### config.mk
export PLATFORM = sky130hd
export DESIGN_NAME = statreg_guard
export DESIGN_NICKNAME = d
export VERILOG_FILES = /design/src/rtl/swp_pkg.sv /design/src/rtl/swp_region.sv /design/src/rtl/swp_wel.sv /design/src/rtl/swp_sr_fsm.sv /design/src/rtl/statreg_guard.sv
export SDC_FILE = /design/constraint.sdc
export NUM_CORES = 1
export LEC_CHECK = 0
export BUFFER_PORTS_ARGS = -buffer_cell sky130_fd_sc_hd__buf_4
export CAP_MARGIN = 20
export CORE_MARGIN = 8
export CORE_UTILIZATION = 43
export DETAILED_ROUTE_END_ITERATION = 8
export PLACE_DENSITY_LB_ADDON = 0.3
export SLEW_MARGIN = 20
export SYNTH_ARGS = -nofsm -noshare
export SYNTH_HDL_FRONTEND = slang
export SYNTH_SLANG_ARGS = --single-unit
### constraint.sdc
create_clock -name clk -period 2 [get_ports clk]
set_clock_uncertainty 0.2 [all_clocks]
set_input_delay 0.2 -clock clk [delete_from_list [all_inputs] [get_ports clk]]
set_output_delay 0.2 -clock clk [all_outputs]
set_load 0.01 [all_outputs]
### src/rtl/swp_pkg.sv
package swp_pkg;
    typedef enum logic [1:0] {
        ST_IDLE  = 2'd0,
        ST_PEND  = 2'd1,
        ST_CYCLE = 2'd2
    } sr_state_e;

    localparam int SB_ARM  = 7;
    localparam int SB_LVL1 = 3;
    localparam int SB_LVL0 = 2;
    localparam int SB_WEL  = 1;
    localparam int SB_BUSY = 0;
endpackage

### src/rtl/swp_region.sv
module swp_region #(
    parameter int ADDR_W = 18
) (
    input  logic [1:0]        level_i,
    input  logic [ADDR_W-1:0] addr_i,
    output logic              hit_o
);
    logic [1:0] top;
    assign top = addr_i[ADDR_W-1 -: 2];

    always_comb begin
        unique case (level_i)
            2'b00:   hit_o = 1'b0;
            2'b01:   hit_o = (top == 2'b11);
            2'b10:   hit_o = top[1];
            default: hit_o = 1'b1;
        endcase
    end
endmodule

### src/rtl/swp_wel.sv
module swp_wel (
    input  logic clk,
    input  logic rst_n,
    input  logic set_i,
    input  logic clr_i,
    input  logic busy_i,
    output logic wel_o
);
    always_ff @(posedge clk or negedge rst_n) begin
        if (!rst_n)
            wel_o <= 1'b0;
        else if (clr_i)
            wel_o <= 1'b0;
        else if (set_i && !busy_i)
            wel_o <= 1'b1;
    end
endmodule

### src/rtl/swp_sr_fsm.sv
module swp_sr_fsm
    import swp_pkg::*;
#(
    parameter int CYC_LEN = 16
) (
    input  logic       clk,
    input  logic       rst_n,
    input  logic       req_i,
    input  logic [7:0] data_i,
    input  logic       wel_i,
    input  logic       arm_i,
    input  logic       wp_n_i,
    input  logic       ext_busy_i,
    output logic       commit_o,
    output logic [7:0] cap_o,
    output logic       cyc_busy_o,
    output logic       cyc_done_o,
    output logic       grant_o,
    output logic       deny_o
);
    localparam int CNT_W = (CYC_LEN > 1) ? $clog2(CYC_LEN) : 1;
    localparam logic [CNT_W-1:0] CNT_LOAD = CNT_W'(CYC_LEN - 1);

    sr_state_e        state, nxt;
    logic [CNT_W-1:0] cnt;
    logic             allow, abort;

    assign allow = wel_i && !ext_busy_i && (wp_n_i || !arm_i);
    assign abort = (!wp_n_i && arm_i) || !wel_i;

    always_comb begin
        nxt = state;
        unique case (state)
            ST_IDLE:  if (req_i && allow) nxt = ST_PEND;
            ST_PEND:  nxt = abort ? ST_IDLE : ST_CYCLE;
            ST_CYCLE: if (cnt == '0) nxt = ST_IDLE;
            default:  nxt = ST_IDLE;
        endcase
    end

    assign commit_o   = (state == ST_PEND) && !abort;
    assign cyc_busy_o = (state == ST_CYCLE);
    assign cyc_done_o = (state == ST_CYCLE) && (cnt == '0);

    // State register, captured byte and cycle counter
    always_ff @(posedge clk or negedge rst_n) begin
        if (!rst_n) begin
            state <= ST_IDLE;
            cnt   <= '0;
            cap_o <= '0;
        end else begin
            state <= nxt;
            if (state == ST_IDLE && nxt == ST_PEND)
                cap_o <= data_i;
            if (commit_o)
                cnt <= CNT_LOAD;
            else if (state == ST_CYCLE && cnt != '0)
                cnt <= cnt - 1'b1;
        end
    end

    // Registered handshake outputs
    always_ff @(posedge clk or negedge rst_n) begin
        if (!rst_n) begin
            grant_o <= 1'b0;
            deny_o  <= 1'b0;
        end else begin
            grant_o <= commit_o;
            deny_o  <= (req_i && !(state == ST_IDLE && allow))
                     || (state == ST_PEND && abort);
        end
    end
endmodule

### src/rtl/statreg_guard.sv
module statreg_guard
    import swp_pkg::*;
#(
    parameter int ADDR_W     = 18,
    parameter int SR_CYC_LEN = 16
) (
    input  logic              clk,
    input  logic              rst_n,
    input  logic              wen_set_i,
    input  logic              wen_clr_i,
    input  logic              sr_wr_req_i,
    input  logic [7:0]        sr_wr_data_i,
    input  logic              chk_valid_i,
    input  logic [ADDR_W-1:0] chk_addr_i,
    input  logic              prog_busy_i,
    input  logic              wr_done_i,
    input  logic              wp_n_i,
    output logic [7:0]        status_o,
    output logic              sr_wr_grant_o,
    output logic              sr_wr_deny_o,
    output logic              arr_grant_o,
    output logic              arr_deny_o
);
    logic       arm_q;
    logic [1:0] lvl_q;
    logic       wel;
    logic       commit, cyc_busy, cyc_done;
    logic [7:0] cap;
    logic       busy_any, hit;

    assign busy_any = prog_busy_i || cyc_busy;

    swp_wel u_wel (
        .clk    (clk),
        .rst_n  (rst_n),
        .set_i  (wen_set_i),
        .clr_i  (wen_clr_i || wr_done_i || cyc_done),
        .busy_i (busy_any),
        .wel_o  (wel)
    );

    swp_sr_fsm #(.CYC_LEN(SR_CYC_LEN)) u_fsm (
        .clk        (clk),
        .rst_n      (rst_n),
        .req_i      (sr_wr_req_i),
        .data_i     (sr_wr_data_i),
        .wel_i      (wel),
        .arm_i      (arm_q),
        .wp_n_i     (wp_n_i),
        .ext_busy_i (busy_any),
        .commit_o   (commit),
        .cap_o      (cap),
        .cyc_busy_o (cyc_busy),
        .cyc_done_o (cyc_done),
        .grant_o    (sr_wr_grant_o),
        .deny_o     (sr_wr_deny_o)
    );

    swp_region #(.ADDR_W(ADDR_W)) u_region (
        .level_i (lvl_q),
        .addr_i  (chk_addr_i),
        .hit_o   (hit)
    );

    always_ff @(posedge clk or negedge rst_n) begin
        if (!rst_n) begin
            arm_q <= 1'b0;
            lvl_q <= 2'b00;
        end else if (commit) begin
            arm_q <= cap[SB_ARM];
            lvl_q <= {cap[SB_LVL1], cap[SB_LVL0]};
        end
    end

    always_ff @(posedge clk or negedge rst_n) begin
        if (!rst_n) begin
            arr_grant_o <= 1'b0;
            arr_deny_o  <= 1'b0;
        end else begin
            arr_grant_o <= chk_valid_i && wel && !busy_any && !hit;
            arr_deny_o  <= chk_valid_i && !(wel && !busy_any && !hit);
        end
    end

    always_comb begin
        status_o          = 8'h00;
        status_o[SB_ARM]  = arm_q;
        status_o[SB_LVL1] = lvl_q[1];
        status_o[SB_LVL0] = lvl_q[0];
        status_o[SB_WEL]  = wel || busy_any;
        status_o[SB_BUSY] = busy_any;
    end
endmodule

Yosys cells after proc, flatten, opt, wreduce, memory -nomap -nowiden
Cells that the tools add are included.
{"block": "word_totals", "mem_bits_ro": 0, "out_inout_bits": 12, "mem_count": 0, "wordCells": 64, "reg_bits": 22, "latchBits": 0, "ram_bits": 0}
{"block": "classes", "n_shift": 0, "n_lt_le_gt_ge": 0, "bitwise": 0, "n_mul": 0, "add_sub_neg": 1, "div": 0, "n_reduce_logical": 38, "mux": 9, "n_eq_ne": 6}
{"operator": "1-bit logical AND", "count": 17}
{"operator": "1-bit logical NOT", "count": 8}
{"operator": "4-bit two-way mux", "count": 2}
{"operator": "1-bit logical OR", "count": 7}
{"operator": "2-bit by 1-bit equality test with 1-bit output (second input constant)", "count": 3}
{"operator": "2-bit equality test (second input constant)", "count": 3}
{"operator": "2-bit two-way mux", "count": 3}
{"operator": "2-bit case mux with 3 select lines", "count": 1}
{"operator": "2-bit logical NOT", "count": 2}
{"operator": "4-bit logical NOT", "count": 1}
{"operator": "2-bit nonzero test", "count": 2}
{"operator": "4-bit nonzero test", "count": 1}
{"operator": "4-bit by 1-bit subtractor with 4-bit output (second input constant)", "count": 1}
{"operator": "1-bit case mux with 3 select lines", "count": 1}
{"operator": "1-bit two-way mux", "count": 2}

Longest topological paths before layout
Gate-level depths: netlist (run 1).
{"block": "depth", "word_depth": 10, "depth_mapped": 5, "ltp_nobuf": 5}

Modules after synthesis
Synthesis (run 1) repeated with hierarchy kept, for this count alone.
{"block": "unflattened", "cells_unflattened": 83, "area_unflattened_um2": 1007.2}
{"mod": "swp_sr_fsm", "n_inst": 1, "cells_per_inst": 56, "area_each_um2": 703.2}
{"mod": "statreg_guard", "n_inst": 1, "cells_per_inst": 20, "area_each_um2": 246.5}
{"mod": "swp_wel", "n_inst": 1, "cells_per_inst": 4, "area_each_um2": 43.8}
{"mod": "swp_region", "n_inst": 1, "cells_per_inst": 3, "area_each_um2": 13.8}

Least setup slack after synthesis (run 1)
Ideal clock, no wire load.
{"block": "synth_path", "path_type": "register to register", "start": "reg u_fsm.state[0]", "end": "reg u_fsm.cap_o[2]", "required_time_ns": 1.675, "path_stages_with_launch": 5, "setup_ns": 0.125, "path_buffers": 1, "t_arrival_ns": 1.158, "period_less_slack_ns": 1.482, "setup_slack_ns": 0.518, "path_cell_list": "dfrtp_1 -> buf_6 -> nor4b_2 -> nand3_1 -> mux2_2"}
{"block": "synth_between", "elab_chain_len": 10, "elab_cells_between_ends": 13}
{"item": "start: declaration", "line_no": "swp_sr_fsm.sv:24", "rtl": "sr_state_e state, nxt;"}
{"item": "start signal: assignment", "line_no": "swp_sr_fsm.sv:52", "rtl": "state <= nxt;"}
{"item": "2-bit equality test", "line_no": "swp_sr_fsm.sv:33, swp_sr_fsm.sv:42"}
{"item": "1-bit logical OR", "line_no": "statreg_guard.sv:31", "rtl": "assign busy_any = prog_busy_i || cyc_busy;"}
{"item": "1-bit logical NOT", "line_no": "swp_sr_fsm.sv:28", "rtl": "assign allow = wel_i && !ext_busy_i && (wp_n_i || !arm_i);"}
{"item": "1-bit logical AND (2 in series)", "line_no": "swp_sr_fsm.sv:28"}
{"item": "1-bit logical AND", "line_no": "swp_sr_fsm.sv:34", "rtl": "ST_IDLE: if (req_i && allow) nxt = ST_PEND;"}
{"item": "2-bit two-way mux", "line_no": "swp_sr_fsm.sv:34"}
{"item": "2-bit case mux with 3 select lines", "line_no": "swp_sr_fsm.sv:33", "rtl": "unique case (state)"}
{"item": "2-bit by 1-bit equality test with 1-bit output", "line_no": "swp_sr_fsm.sv:53", "rtl": "if (state == ST_IDLE && nxt == ST_PEND)"}
{"item": "1-bit logical AND (*)", "line_no": "swp_sr_fsm.sv:53"}
{"item": "end signal: assignment", "line_no": "swp_sr_fsm.sv:54", "rtl": "cap_o <= data_i;"}
{"item": "end: declaration", "line_no": "swp_sr_fsm.sv:15", "rtl": "output logic [7:0] cap_o,"}
Mark *: on every way between the ends. The rest lies on a longest branch, timed or not.
A chain may end at the register's enable or synchronous reset.

Final worst setup path (run 1)
{"block": "layout_path", "start": "reg u_fsm.state[0]", "end": "reg u_wel.wel_o"}
{"block": "layout_between", "elab_chain_len": 5, "elab_cells_between_ends": 8}
{"item": "2-bit equality test (*)", "line_no": "swp_sr_fsm.sv:42, swp_sr_fsm.sv:43"}
{"item": "1-bit logical OR", "line_no": "statreg_guard.sv:31"}
{"item": "1-bit logical NOT", "line_no": "swp_wel.sv:14", "rtl": "else if (set_i && !busy_i)"}
{"item": "1-bit logical AND", "line_no": "swp_wel.sv:14"}
{"item": "2-bit nonzero test (no source line)"}
{"item": "end signal: assignment", "line_no": "swp_wel.sv:11", "rtl": "wel_o <= 1'b0;"}
{"item": "end signal: assignment", "line_no": "swp_wel.sv:13", "rtl": "wel_o <= 1'b0;"}
{"item": "end signal: assignment", "line_no": "swp_wel.sv:15", "rtl": "wel_o <= 1'b1;"}
{"item": "end: declaration", "line_no": "swp_wel.sv:7", "rtl": "output logic wel_o"}
Marked as above.

==> results.json, run 1 <==
{
  "status": "complete, no violations",
  "areaGrowthSynthToFinish_pct": 35.6,
  "grt_pass1_vias": 656,
  "rsz0062_at_grt": "false",
  "routed_wl_um": 1860,
  "grt_pass1_wl_um": 2820,
  "fp.dieW_um": 60.5,
  "dr.pass1.iters": 4,
  "swShare_pct": 27.9,
  "root_buffer": "clkbuf_4",
  "ant_nets": 0,
  "yosys_warnings": 0,
  "slowest_delay_ns": 0.55,
  "ys_seq_elements": 17,
  "die-area_mm2": 0.00365,
  "power_uw": 752,
  "cp.depth": 4,
  "via_count": 676,
  "gp_congestion": 0.664,
  "ff2ff_path_depth": 4,
  "io_pins": 47,
  "p_clk_share_pct": 24.2,
  "fin_ws_ns": 0.112,
  "crit_family": "simple AND/OR/NAND/NOR gates",
  "yosysTopAreaCell": "dfrtp_1",
  "insertion_delay_ns": 0.28,
  "h-tree-depth": 1,
  "remaining_drc_errors": 0,
  "final_cells": 134,
  "finalSetupViolations": 0,
  "dpl_cell_area_mm2": 0.00100,
  "fillCellCount": 177,
  "fp.dieH_um": 60.5,
  "holdCritPathClass": "in2async",
  "fin_crit_ns": 1.89,
  "p_sw_uw": 210,
  "timing.hold.ws_ns": 0.107,
  "drive_gt1_share_pct": 36.4,
  "hold_viol_final": 0,
  "initial_core_util_pct": 44.2,
  "timing.final.crit_share_pct": 94.4,
  "grt_max_degree": 18,
  "cp_cell_sequence": "nand2b_4, nor4_2, nor4_1, dlygate4sd3_1",
  "post_synth.cell_area_avg_um2": 11.3,
  "nets": 144,
  "dp_slack_ns": 0.387,
  "worstPathMaxFanout": 9,
  "path_buf_inv": 1,
  "cts_tree": "yes",
  "drt_iter0_drc": 10,
  "clock-sinks": 17,
  "antennaDiodeCount": 0,
  "max_freq_mhz": 530,
  "ctsLongestPathBuffers": 2,
  "core_mm2": 0.00192,
  "avgRoutedWirePerCell_um": 13.9,
  "grt.total_usage_pct": 10.3,
  "placed_cells": 119,
  "ir_drop_uv": 356,
  "numPortBuffers": 22,
  "maxSlewViolCount": 0,
  "synth_top_area_share_pct": 50.1,
  "via_per_inst": 5.04,
  "ys_types": 31,
  "cap_violations": 0,
  "antenna_found_initial": 0,
  "hpwlAfterDp_um": 1310,
  "numCtsBuffers": 3,
  "cp_slowest_cell": "dlygate4sd3_1",
  "p_comb_share_pct": 20.5,
  "netlist_area_um2": 850,
  "p_leak_nw": 0.567,
  "clk_pin_slew_ns": 0.10,
  "final_cell_area_mm2": 0.00115,
  "finalSetupTns_ns": 0,
  "worst_ep_required_time_ns": 1.97,
  "cp-startpoint": "u_fsm.state[0]",
  "arrival_ns": 1.86,
  "rows": 16,
  "seq_area_frac_synth_pct": 50.1,
  "overflow": 0,
  "yosys-top-cells-area": "dfrtp_1 (50%), mux2_2 (8.0%), buf_4 (4.4%)",
  "end_kind": "register",
  "seqPwrFrac_pct": 55.3,
  "startpoint_type": "register",
  "crit_type": "reg2reg",
  "p_per_area_mw_per_mm2": 652,
  "internal_power_uw": 542,
  "final_core_util_pct": 60.0,
  "syn_inst": 75,
  "r2r-start": "u_fsm.state[0]"
}
-- what timing repair did --
| action | CTS | global route |
|---|---|---|
| setup buffers | 0 | 2 |
| hold buffers | 9 | 0 |
| hold endpoints to repair | 24 | 0 |
| resized for setup | 0 | 5 |
| setup endpoints to repair | 0 | 1 |
-- synth_stat cells, drive strengths merged --
cell     count
o21ai        4
nor4         2
nor2         1
ha           1
conb         1
and2         1
clkbuf       1
o31ai        1
o211ai       1
nand3b       1
nor3         1
nor3b        1
nand2        1
buf          6
nand2b       3
nor2b        3
a2111oi      1
a2bb2oi      1
a21bo        1
nor4b        1
nand3        4
dfrtp       17
a31oi        3
mux2         6
o311ai       1
o221ai       1
a21o         1
inv          6
o41ai        1
or3          2
-- power groups by stage --
| stage | Clock (mW) | Combinational, mW | Sequential [mW] |
|---|---|---|---|
| final | 0.182 | 0.154 | 0.415 |
| after global routing | 0.210 | 0.170 | 0.421 |
| after CTS | 0.188 | 0.150 | 0.411 |
| after detailed placement | 0 | 0.135 | 0.418 |
| after global placement | 0 | 0.133 | 0.417 |
| after floorplan | 0 | 0.0905 | 0.411 |
-- placed cells by master (no fill, tap or decap), drive strengths merged, types with 2 or more instances in the layout --
| cell | n |
|---|---|
| inv | 6 |
| conb | 3 |
| nor4 | 2 |
| clkbuf | 4 |
| dfrtp | 17 |
| nand2b | 3 |
| mux2 | 6 |
| dlygate4sd3 | 9 |
| nor2b | 3 |
| nand3 | 4 |
| buf | 24 |
| o21ai | 4 |
| or3 | 2 |
| a31oi | 3 |
-- flip-flops by register name (all words and copies together) (netlist names) --
| name | count |
|---|---|
| arr_grant_o | 1 |
| u_fsm.state | 2 |
| u_wel.wel_o | 1 |
| u_fsm.cnt | 4 |
| u_fsm.grant_o | 1 |
| u_fsm.deny_o | 1 |
| lvl_q | 2 |
| u_fsm.cap_o | 3 |
| arr_deny_o | 1 |
| arm_q | 1 |
-- final cells by class --
cell class                      count  area (um2)  share of cell area [%]
Inverter                            6        22.5                    1.95
Multi-Input combinational cell     47         373                    32.4
Sequential cell                    17         427                    37.0
Timing Repair Buffer               33         270                    23.5
Tap cell                           27        33.8                    2.93
Clock buffer                        4        26.3                    2.28
-- worst paths after layout --
kind | endpoint | slack, ns
setup reg to reg | u_wel.wel_o | 0.11
min in group clk | arr_deny_o | 0.13
setup / recovery | u_wel.wel_o | 0.11
max in group asynchronous | u_fsm.state[0] | 1.29
hold reg to reg | lvl_q[1] | 0.31
hold / removal | arr_grant_o | 0.11
-- per-layer routing --
layer  GRT usage, %  routed length, um  vias up
met3          0.847                 73        2
met1           10.7                800      328
met2           18.6                949       17
li1               -                  -      329
met4           7.97                 36        0
met5              0                  0        -
-- cells by family (layout without fill, tap and decap cells) --
family,Yosys count,count (layout),synth area share [%]
buffers and inverters,13,43,8.84
and+or+nand+nor,21,21,15.5
other,1,3,0.441
DFF,17,17,50.1
AOI/OAI and AO/OA,16,16,15.8
adders and majority gates,1,1,1.47
muxes,6,6,7.95
No activity file was read; power rests on OpenSTA's default activity.
==> run 2, diff against run 1 <==
--- a/config.mk
+++ b/config.mk
@@ -8,10 +8,11 @@
 export BUFFER_PORTS_ARGS = -buffer_cell sky130_fd_sc_hd__buf_4
 export CAP_MARGIN = 20
 export CORE_MARGIN = 8
-export CORE_UTILIZATION = 43
+export CORE_UTILIZATION = 45
 export DETAILED_ROUTE_END_ITERATION = 8
 export PLACE_DENSITY_LB_ADDON = 0.3
 export SLEW_MARGIN = 20
 export SYNTH_ARGS = -nofsm -noshare
 export SYNTH_HDL_FRONTEND = slang
+export SYNTH_HIERARCHICAL = 1
 export SYNTH_SLANG_ARGS = --single-unit
==> results.json, run 2 <==
{
  "p_leak_nw": 0.586,
  "p_clk_share_pct": 27.6,
  "areaGrowthSynthToFinish_pct": 38.0,
  "io_pins": 47,
  "register_area_um2": 425,
  "fillCellCount": 139,
  "ir_drop_uv": 414,
  "fp.dieW_um": 58.8,
  "clk_pin_slew_ns": 0.10,
  "internal_power_uw": 497,
  "root_buffer": "clkbuf_4",
  "r2r_end": "u_fsm/cap_o[3]",
  "syn_inst": 73,
  "dpl_cell_area_mm2": 0.00100,
  "avgRoutedWirePerCell_um": 13.3,
  "drt_iter0_drc": 4,
  "swShare_pct": 24.7,
  "rows": 15,
  "seqPwrFrac_pct": 56.8,
  "cp_cell_sequence": "nand2b_4, inv_1, buf_4, or3_4, buf_6",
  "end_kind": "output port",
  "multi_input_area_um2": 338,
  "p_sw_uw": 162,
  "drive_gt1_share_pct": 38.9,
  "yosys_warnings": 6,
  "reg_top3": "u_fsm/cnt (4), u_fsm/cap_o (3)",
  "top_register": "u_fsm/cnt",
  "antennaDiodeCount": 0,
  "max_freq_mhz": 526,
  "p_per_area_mw_per_mm2": 578,
  "grt_pass1_vias": 650,
  "dr.pass1.iters": 4,
  "slowest_delay_ns": 0.39,
  "cp_slowest_cell": "dfrtp_1",
  "final_cell_mix": "buf_4 (24), dfrtp_1 (17), dlygate4sd3_1 (10)",
  "startpoint_type": "register",
  "initial_core_util_pct": 47.8,
  "ant_nets": 0,
  "final_cell_area_mm2": 0.00114,
  "fin_crit_ns": 1.90,
  "hold_viol_final": 0,
  "cap_violations": 0,
  "nets": 145,
  "fp.dieH_um": 58.8,
  "via_count": 651,
  "numPortBuffers": 22,
  "crit_type": "reg2out",
  "insertion_delay_ns": 0.29,
  "largest_reg_flops": 4,
  "holdCritPathClass": "in2async",
  "finalSetupTns_ns": 0,
  "hpwlAfterDp_um": 1320,
  "final_common_cell": "buf_4",
  "ff2ff_path_depth": 6,
  "cts_tree": "yes",
  "overflow": 0,
  "crit_family": "simple AND/OR/NAND/NOR gates",
  "finalSetupViolations": 0,
  "gp_congestion": 0.673,
  "post_synth.cell_area_avg_um2": 11.3,
  "arrival_ns": 1.50,
  "h-tree-depth": 1,
  "path_buf_inv": 3,
  "grt_max_degree": 18,
  "grt.total_usage_pct": 11.2,
  "core_mm2": 0.00173,
  "ctsLongestPathBuffers": 2,
  "routed_wl_um": 1770,
  "final_core_util_pct": 66.0,
  "worst_ep_required_time_ns": 1.60,
  "timing.final.crit_share_pct": 95.1,
  "clock-sinks": 17,
  "r2r-start": "u_fsm/state[0]",
  "status": "complete, no violations",
  "via_per_inst": 4.89,
  "timing.hold.ws_ns": 0.0957,
  "netlist_area_um2": 826,
  "regToRegSetupSlack_ns": 0.17,
  "grt_pass1_wl_um": 2960,
  "maxSlewViolCount": 0,
  "worstPathMaxFanout": 4,
  "die-area_mm2": 0.00346,
  "post-cts-setup-buffer-count": 0,
  "antenna_found_initial": 0,
  "rsz0062_at_grt": "false",
  "p_comb_share_pct": 15.5,
  "remaining_drc_errors": 0,
  "numCtsBuffers": 3
}
## run 2: power groups by stage
stage	clock, mW	sequential (mW)	combinational [mW]
after detailed placement	0	0.381	0.0856
after global placement	0	0.379	0.0812
after global routing	0.205	0.377	0.114
after CTS	0.194	0.375	0.102
final	0.182	0.375	0.102
after floorplan	0	0.380	0.0457
## run 2: cell type report
type | instances | share of cell area [%]
inverters | 7 | 2.31
repair buffers | 35 | 25.6
clock inverters | 1 | 0.439
well taps | 25 | 2.74
clock buffers | 3 | 1.98
multi-input cells | 45 | 29.6
flip-flops and latches | 17 | 37.3
## run 2: worst max path at each step
stage	from	endpoint	slack [ns]	depth (start not counted)
after CTS	u_fsm/state[0]	status_o[1]	0.06	5
after floorplan	u_fsm/state[0]	u_fsm/cap_o[2]	0.20	7
after global routing	u_fsm/state[0]	status_o[1]	0.01	5
after detailed placement	u_fsm/state[0]	u_fsm/cap_o[3]	0.18	6
after global placement	u_fsm/state[0]	u_fsm/cap_o[3]	0.22	6
final	u_fsm/state[0]	status_o[1]	0.1	5
## run 2: what timing repair did
item | in CTS | in global routing
hold endpoints to repair | 24 | 0
hold buffers | 10 | 0
endpoints found under the setup margin | 0 | 1
resized for setup | 0 | 2
## run 2: layer usage
layer / part of all wire, % / wire (um) / vias up / track usage [%]
met3: 8.5 / 151 / 2 / 5.43
li1: - / - / 319 / -
met5: 0 / 0 / - / 0
met1: 41 / 727 / 311 / 12.2
met4: 0.57 / 10 / 0 / 4.10
met2: 50 / 879 / 19 / 18.2
## run 2: metrics by stage
| stage | total power, mW | std cells | setup WS [ns] |
|---|---|---|---|
| after detailed placement | 0.467 | 119 | 0.180 |
| after global placement | 0.461 | 119 | 0.217 |
| final | 0.659 | 133 | 0.0974 |
| after floorplan | 0.425 | 75 | 0.203 |
| after global routing | 0.695 | 133 | 0.0131 |
| after CTS | 0.670 | 133 | 0.0622 |
